## src/rtl/ci_pkg.sv

```systemverilog
package ci_pkg;
  typedef enum logic [1:0] {
    PH_IDLE = 2'd0,
    PH_RUN  = 2'd1,
    PH_XTRA = 2'd2
  } ci_phase_e;
endpackage

```

## src/rtl/ci_cfg_mem.sv

```systemverilog
module ci_cfg_mem #(
  parameter int IDX_W = 3,
  parameter int ENT_W = 67
) (
  input  logic             clk,
  input  logic             wr_en,
  input  logic [IDX_W-1:0] wr_idx,
  input  logic [ENT_W-1:0] wr_ent,
  input  logic [IDX_W-1:0] rd_idx,
  output logic [ENT_W-1:0] rd_ent
);
  localparam int DEPTH = 1 << IDX_W;

  logic [ENT_W-1:0] mem_q [DEPTH];

  always_ff @(posedge clk) begin
    if (wr_en) mem_q[wr_idx] <= wr_ent;
  end

  assign rd_ent = mem_q[rd_idx];
endmodule

```

## src/rtl/ci_seq.sv

```systemverilog
module ci_seq
  import ci_pkg::*;
#(
  parameter int CNT_W = 4,
  parameter int NO_W  = 3,
  parameter int LAT_W = 63,
  parameter int NWP   = 4,
  parameter int HLD_W = 32
) (
  input  logic             clk,
  input  logic             rst_n,
  input  logic             accept,
  input  logic [CNT_W-1:0] ld_cycles,
  input  logic [NO_W-1:0]  ld_nout,
  input  logic [LAT_W-1:0] ent_in,
  input  logic [HLD_W-1:0] hold_in,
  output ci_phase_e        phase,
  output logic             last_run,
  output logic             need_x,
  output logic [LAT_W-1:0] ent_q,
  output logic [HLD_W-1:0] hold_q
);
  logic [CNT_W-1:0] cnt_q, cnt_d;
  logic             xtra_q, xtra_d;
  logic             needx_q, needx_d;
  logic             ent_en, hold_en;

  always_comb begin
    cnt_d   = cnt_q;
    xtra_d  = xtra_q;
    needx_d = needx_q;
    ent_en  = 1'b0;
    hold_en = 1'b0;
    if (xtra_q) begin
      xtra_d = 1'b0;
    end else if (cnt_q != '0) begin
      cnt_d = cnt_q - 1'b1;
      if (cnt_q == CNT_W'(1) && needx_q) begin
        xtra_d  = 1'b1;
        hold_en = 1'b1;
      end
    end else if (accept) begin
      cnt_d   = (ld_cycles == '0) ? CNT_W'(1) : ld_cycles;
      needx_d = (ld_nout > NO_W'(NWP));
      ent_en  = 1'b1;
    end
  end

  always_ff @(posedge clk or negedge rst_n) begin
    if (!rst_n) begin
      cnt_q  <= '0;
      xtra_q <= 1'b0;
    end else begin
      cnt_q  <= cnt_d;
      xtra_q <= xtra_d;
    end
  end

  always_ff @(posedge clk) begin
    if (ent_en) begin
      ent_q   <= ent_in;
      needx_q <= needx_d;
    end
    if (hold_en) hold_q <= hold_in;
  end

  always_comb begin
    if (xtra_q)            phase = PH_XTRA;
    else if (cnt_q != '0)  phase = PH_RUN;
    else                   phase = PH_IDLE;
  end

  assign last_run = (cnt_q == CNT_W'(1)) && !xtra_q;
  assign need_x   = needx_q;
endmodule

```

## src/rtl/ci_wport_mux.sv

```systemverilog
module ci_wport_mux #(
  parameter int DW   = 16,
  parameter int RA_W = 4
) (
  input  logic            busy,
  input  logic            xtra,
  input  logic            dec_we,
  input  logic [RA_W-1:0] dec_addr,
  input  logic [DW-1:0]   alu_data,
  input  logic            m_we,
  input  logic [RA_W-1:0] m_addr,
  input  logic [DW-1:0]   m_data,
  input  logic            x_we,
  input  logic [RA_W-1:0] x_addr,
  input  logic [DW-1:0]   x_data,
  output logic            we,
  output logic [RA_W-1:0] addr,
  output logic [DW-1:0]   data
);
  always_comb begin
    if (!busy) begin
      we = dec_we;   addr = dec_addr; data = alu_data;
    end else if (xtra) begin
      we = x_we;     addr = x_addr;   data = x_data;
    end else begin
      we = m_we;     addr = m_addr;   data = m_data;
    end
  end
endmodule

```

## src/rtl/ci_dispatch.sv

```systemverilog
module ci_dispatch
  import ci_pkg::*;
#(
  parameter int DW    = 16,
  parameter int RA_W  = 4,
  parameter int NRP   = 4,
  parameter int NWP   = 4,
  parameter int NHOLD = 2,
  parameter int IDX_W = 3,
  parameter int CNT_W = 4,
  parameter int PC_W  = 16,
  localparam int NRES = NWP + NHOLD,
  localparam int NO_W = $clog2(NRES + 1)
) (
  input  logic                 clk,
  input  logic                 rst_n,
  input  logic                 dec_invoke,
  input  logic [IDX_W-1:0]     dec_ci_id,
  input  logic [NRP-1:0]       dec_re,
  input  logic [NRP*RA_W-1:0]  dec_raddr,
  input  logic [NWP-1:0]       dec_we,
  input  logic [NWP*RA_W-1:0]  dec_waddr,
  input  logic [NWP*DW-1:0]    alu_wdata,
  input  logic [NRES*DW-1:0]   mtx_res,
  input  logic                 cfg_we,
  input  logic [IDX_W-1:0]     cfg_idx,
  input  logic [CNT_W-1:0]     cfg_cycles,
  input  logic [NRP-1:0]       cfg_rmask,
  input  logic [NRP*RA_W-1:0]  cfg_raddr,
  input  logic [NO_W-1:0]      cfg_nout,
  input  logic [NRES*RA_W-1:0] cfg_waddr,
  input  logic [PC_W-1:0]      cfg_resume,
  output logic [NRP-1:0]       rf_re,
  output logic [NRP*RA_W-1:0]  rf_raddr,
  output logic [NWP-1:0]       rf_we,
  output logic [NWP*RA_W-1:0]  rf_waddr,
  output logic [NWP*DW-1:0]    rf_wdata,
  output logic                 mtx_sel,
  output logic                 mtx_cfg_load,
  output logic [IDX_W-1:0]     mtx_cfg_id,
  output logic                 stall,
  output logic                 pc_load,
  output logic [PC_W-1:0]      pc_target
);
  localparam int O_RM  = 0;
  localparam int O_RA  = O_RM + NRP;
  localparam int O_NO  = O_RA + NRP * RA_W;
  localparam int O_WA  = O_NO + NO_W;
  localparam int O_PC  = O_WA + NRES * RA_W;
  localparam int LAT_W = O_PC + PC_W;
  localparam int ENT_W = CNT_W + LAT_W;
  localparam int HLD_W = NHOLD * DW;

  logic [1:0] rs_q;
  logic       rst_i_n;

  always_ff @(posedge clk or negedge rst_n) begin
    if (!rst_n) rs_q <= 2'b00;
    else        rs_q <= {rs_q[0], 1'b1};
  end
  assign rst_i_n = rs_q[1];

  logic [ENT_W-1:0] wr_ent, rd_ent;
  logic [LAT_W-1:0] ent_q;
  logic [HLD_W-1:0] hold_q;
  ci_phase_e        phase;
  logic             last_run, need_x, busy, xtra, accept;
  logic [NO_W-1:0]  nout_q;

  assign wr_ent = {cfg_resume, cfg_waddr, cfg_nout, cfg_raddr, cfg_rmask, cfg_cycles};

  ci_cfg_mem #(.IDX_W(IDX_W), .ENT_W(ENT_W)) u_mem (
    .clk(clk), .wr_en(cfg_we), .wr_idx(cfg_idx), .wr_ent(wr_ent),
    .rd_idx(dec_ci_id), .rd_ent(rd_ent)
  );

  assign busy   = (phase != PH_IDLE);
  assign xtra   = (phase == PH_XTRA);
  assign accept = dec_invoke && !busy;

  ci_seq #(.CNT_W(CNT_W), .NO_W(NO_W), .LAT_W(LAT_W), .NWP(NWP), .HLD_W(HLD_W)) u_seq (
    .clk(clk), .rst_n(rst_i_n), .accept(accept),
    .ld_cycles(rd_ent[CNT_W-1:0]),
    .ld_nout(rd_ent[CNT_W+O_NO +: NO_W]),
    .ent_in(rd_ent[ENT_W-1:CNT_W]),
    .hold_in(mtx_res[NRES*DW-1:NWP*DW]),
    .phase(phase), .last_run(last_run), .need_x(need_x),
    .ent_q(ent_q), .hold_q(hold_q)
  );

  assign nout_q = ent_q[O_NO +: NO_W];

  genvar p;
  generate
    for (p = 0; p < NWP; p++) begin : g_wp
      logic            m_we, x_we;
      logic [RA_W-1:0] x_addr;
      logic [DW-1:0]   x_data;
      assign m_we = last_run && (NO_W'(p) < nout_q);
      if (p < NHOLD) begin : g_hold
        assign x_we   = (NO_W'(p + NWP) < nout_q);
        assign x_addr = ent_q[O_WA + (p + NWP) * RA_W +: RA_W];
        assign x_data = hold_q[p*DW +: DW];
      end else begin : g_nohold
        assign x_we   = 1'b0;
        assign x_addr = '0;
        assign x_data = '0;
      end
      ci_wport_mux #(.DW(DW), .RA_W(RA_W)) u_mux (
        .busy(busy), .xtra(xtra),
        .dec_we(dec_we[p]), .dec_addr(dec_waddr[p*RA_W +: RA_W]),
        .alu_data(alu_wdata[p*DW +: DW]),
        .m_we(m_we), .m_addr(ent_q[O_WA + p*RA_W +: RA_W]),
        .m_data(mtx_res[p*DW +: DW]),
        .x_we(x_we), .x_addr(x_addr), .x_data(x_data),
        .we(rf_we[p]), .addr(rf_waddr[p*RA_W +: RA_W]), .data(rf_wdata[p*DW +: DW])
      );
    end
  endgenerate

  assign rf_re        = busy ? ent_q[O_RM +: NRP] : dec_re;
  assign rf_raddr     = busy ? ent_q[O_RA +: NRP*RA_W] : dec_raddr;
  assign mtx_sel      = busy;
  assign stall        = busy;
  assign mtx_cfg_load = accept;
  assign mtx_cfg_id   = dec_ci_id;
  assign pc_load      = xtra || (last_run && !need_x);
  assign pc_target    = ent_q[O_PC +: PC_W];
endmodule

```

## config.mk

```make
export PLATFORM = sky130hd
export DESIGN_NAME = ci_dispatch
export DESIGN_NICKNAME = d
export VERILOG_FILES = /design/src/rtl/ci_pkg.sv /design/src/rtl/ci_cfg_mem.sv /design/src/rtl/ci_seq.sv /design/src/rtl/ci_wport_mux.sv /design/src/rtl/ci_dispatch.sv
export SDC_FILE = /design/constraint.sdc
export NUM_CORES = 1
export LEC_CHECK = 0
export ABC_AREA = 1
export BUFFER_PORTS_ARGS = -buffer_cell sky130_fd_sc_hd__clkbuf_2
export CORE_MARGIN = 1.5
export CORE_UTILIZATION = 40
export CTS_BUF_LIST = sky130_fd_sc_hd__clkbuf_16
export CTS_CLUSTER_DIAMETER = 60
export DETAILED_ROUTE_END_ITERATION = 8
export GPL_TIMING_DRIVEN = 0
export PLACE_DENSITY_LB_ADDON = 0.3
export SLEW_MARGIN = 10
export SYNTH_ARGS = -nofsm -noshare
export SYNTH_HDL_FRONTEND = slang
export SYNTH_SLANG_ARGS = --single-unit
```

## constraint.sdc

```tcl
create_clock -name clk -period 3.3 [get_ports clk]
set_clock_uncertainty 0.05 [all_clocks]
set_input_delay 0.165 -clock clk [delete_from_list [all_inputs] [get_ports clk]]
set_output_delay 0.165 -clock clk [all_outputs]
set_load 0.05 [all_outputs]
```

==> results.ini <==
[outcome]
status = complete, no violations

[timing]
rsz0062_at_grt = no
slew_headroom = 0.4607
worstMarginPinSlew_ps = 807.1
setup_viol = 0
max_freq_mhz = 316.9
hold_viol_final = 0
drv_slew = 0
period_share = 0.9562
post-route-min-period_ps = 3156

[yosys]
syn-num-nets = 2316
synth_cells = 2037
yosys_warnings = 0
syn_avg_cell_area_um2 = 12.63
synth_seq_area_share = 0.7444
syn_area_mm2 = 0.02573
postSynthRegisterBits = 639
yosysUniqueCellTypes = 29

[cts]
tritoncts = yes
cts_made_buffers = 68
clk_latency_ps = 610
h-tree-depth = 3
cts_buffer_depth = 3
cts_root_buffer = clkbuf_16
cts.clk_slew.worst_paths_ps = 60
clock_sinks = 639

[drt]
final_antenna_net_count = 0
drt-pass1-iter-count = 5
wl_per_cell_um = 23.58
drcViolationCount = 0
viasPerCell = 5.288
vias = 18719
drt-total-wl_um = 83460
drtIter0Drc = 1729

[setup_path]
crit_slowest_cell = a31oi_1
crit_path_end_kind = primary output
cp_cell_sequence = inv_1, ha_1, nand2_2, nor2_4, inv_2, clkbuf_1, a31oi_1, clkbuf_2
worstSetupStartpointType = flop
cp.arrival_ps = 2940
r2r_end = u_seq.ent_q[54]
cp_max_fo = 10
cp.required_ps = 3080
path_class = flop to primary output
rrSetupSlack_ps = 720
max_stage_delay_ps = 480
r2r-start = u_seq.cnt_q[0]
reg2reg_depth = 8

[die]
dieArea_mm2 = 0.06586
rows = 92
start_util = 0.4064
core_mm2 = 0.06331
die_y_um = 256.6
boundaryPins = 404
fp.dieW_um = 256.6

[placed_design]
dp_hpwl_um = 57890
portBuffers = 401
place_congestion = 1.031

[grt]
grt_pass1_vias = 18569
grt_max_degree = 36
grt_pass1_wl_um = 120400
overflow = 0
grt_usage = 0.2472
antenna_found_initial = 8

[pwr]
clkPwrFrac = 0.340
internal_power_w = 0.01493
power_density_mw_per_mm2 = 672.5
combPwrFrac = 0.231
switchingPower_w = 0.007110
finalPower_w = 0.02204
power_frac_seq = 0.429
peakVddDrop_mv = 0.4431
p_leak_nw = 12.48
swShare = 0.3227

[hold_path]
hp-class = flop to async pin

[layout]
layout-drive-gt1-share = 0.2395
postLayoutCoreUtil = 0.5175
nNetsFinal = 2916
area_growth_pct = 27.34

[job]
maxCapViolCount = 0

logic make-up (layout without fill, tap and decap cells):
group                    after synthesis  count (layout)  share of synthesized area
AND/OR/NAND/NOR                      719             719                     0.1066
flip-flops                           639             639                     0.7444
AO/OA/AOI/OAI                        480             480                     0.1080
buffers and inverters                195             847                    0.03963
adder cells (fa/ha/maj)                2               2                  0.0009724
other                                  1               6                  0.0001457
XOR/XNOR                               1               1                  0.0003404
routing by layer:
layer / global-route usage / routed length [um]
met5: 0 / 34
met4: 0.07010 / 2186
met2: 0.4358 / 42190
met3: 0.05368 / 6396
met1: 0.3047 / 32660
cells in the mapped netlist:
cell | number | share of area
o21ai_0 | 225 | 0.044
buf_6 | 10 | 0.0044
o22ai_1 | 123 | 0.030
a22o_1 | 40 | 0.014
nor2_1 | 310 | 0.045
conb_1 | 1 | 0.00015
buf_1 | 10 | 0.0015
a21oi_1 | 6 | 0.0012
o31ai_1 | 2 | 0.00058
buf_2 | 36 | 0.0070
o21ai_1 | 36 | 0.0070
a31oi_1 | 43 | 0.010
nor2_4 | 1 | 0.00044
inv_2 | 4 | 0.00058
clkbuf_1 | 54 | 0.0079
o211ai_1 | 4 | 0.0012
xor2_1 | 1 | 0.00034
dfrtp_1 | 7 | 0.0068
inv_1 | 34 | 0.0050
buf_4 | 42 | 0.012
edfxtp_1 | 632 | 0.74
nand3_1 | 25 | 0.0049
ha_1 | 2 | 0.00097
nor2_2 | 1 | 0.00024
a21boi_0 | 1 | 0.00029
nand2_2 | 1 | 0.00024
inv_6 | 1 | 0.00034
nand2_1 | 381 | 0.056
clkbuf_2 | 4 | 0.00078
sequential cells by signal, indices dropped and copies added, names as in the netlist:
signal	count
u_seq.ent_q	63
u_seq.need_x	1
u_seq.cnt_q	4
u_mem.mem_q	536
u_seq.xtra_q	1
rs_q	2
u_seq.hold_q	32
worst max path at each step:
stage              startpoint                 end  slack (ps)  cells after the start
2_1_floorplan      cfg_idx[0]   u_mem.mem_q[2][0]        -350                      3
3_3_place_gp       cfg_idx[0]  u_mem.mem_q[4][32]       -3320                      4
3_5_place_dp   u_seq.cnt_q[0]         rf_wdata[5]         500                      9
4_1_cts        u_seq.cnt_q[0]        rf_wdata[23]           6                      9
5_1_grt        u_seq.cnt_q[0]            rf_we[3]           5                      9
6_report       u_seq.cnt_q[0]        rf_wdata[23]         140                      8
cell usage in the layout, fill, tap and decap left out, types with 6 or more instances in the layout:
master / n
buf_1: 10
a22o_1: 40
a21oi_1: 6
nand3_1: 25
clkinv_2: 14
edfxtp_1: 632
buf_6: 10
buf_16: 15
nor2_4: 10
clkbuf_16: 72
nand2_1: 381
buf_12: 11
buf_4: 43
clkbuf_1: 51
o21ai_1: 36
dfrtp_1: 7
buf_2: 36
nor2_1: 301
clkbuf_2: 408
o22ai_1: 123
a31oi_1: 38
inv_1: 47
clkinv_1: 10
dlygate4sd3_1: 102
o21ai_0: 225
final cells by class:
class | instances | area, um^2
timing repair buffer | 530 | 3669
clock buffer | 72 | 1802
buffer | 156 | 872.1
fill | 5526 | 30540
sequential | 639 | 19150
inverter | 39 | 153.9
clock inverter | 50 | 389.1
multi-input combinational | 1203 | 5657
tap | 846 | 1059
antenna | 5 | 12.51
per-stage QoR:
step	worst slack [ps]	hold WS [ps]	TNS, ps	cells	instance area [um^2]
after global routing	5.286	75.88	0	3539	32760
after CTS	5.788	53.78	0	3535	32750
after global placement	-3316	-57.18	-1338100	3284	28800
final	144.4	60.96	0	3540	32770
after detailed placement	497.5	-57.25	0	3310	29500
after floorplan	-347.8	-180.6	-116410	2037	25740
what timing repair did:
action,4_1_cts,5_1_grt
setup endpoints to repair,22,5
pin swaps,1,0
hold endpoints to repair,574,0
hold buffers,102,0
gates resized for setup,7,2
buffers inserted,1,0
power by group through the flow:
stage	Clock (W)	Combinational, W	Sequential, W
after detailed placement	0	0.00499	0.00962
after floorplan	0	0.00322	0.00960
final	0.00749	0.00509	0.00945
after global routing	0.00791	0.00534	0.00948
after CTS	0.00761	0.00514	0.00945
after global placement	0	0.00488	0.00965
critical path, delay by kind of cell (launching register included):
family          cells  cell delay [ps]
buf+inv             4              890
compound gates      1              480
flops               1              410
simple gates        2              370
fa+ha+maj           1              190
(Power assumes the default switching activity.)
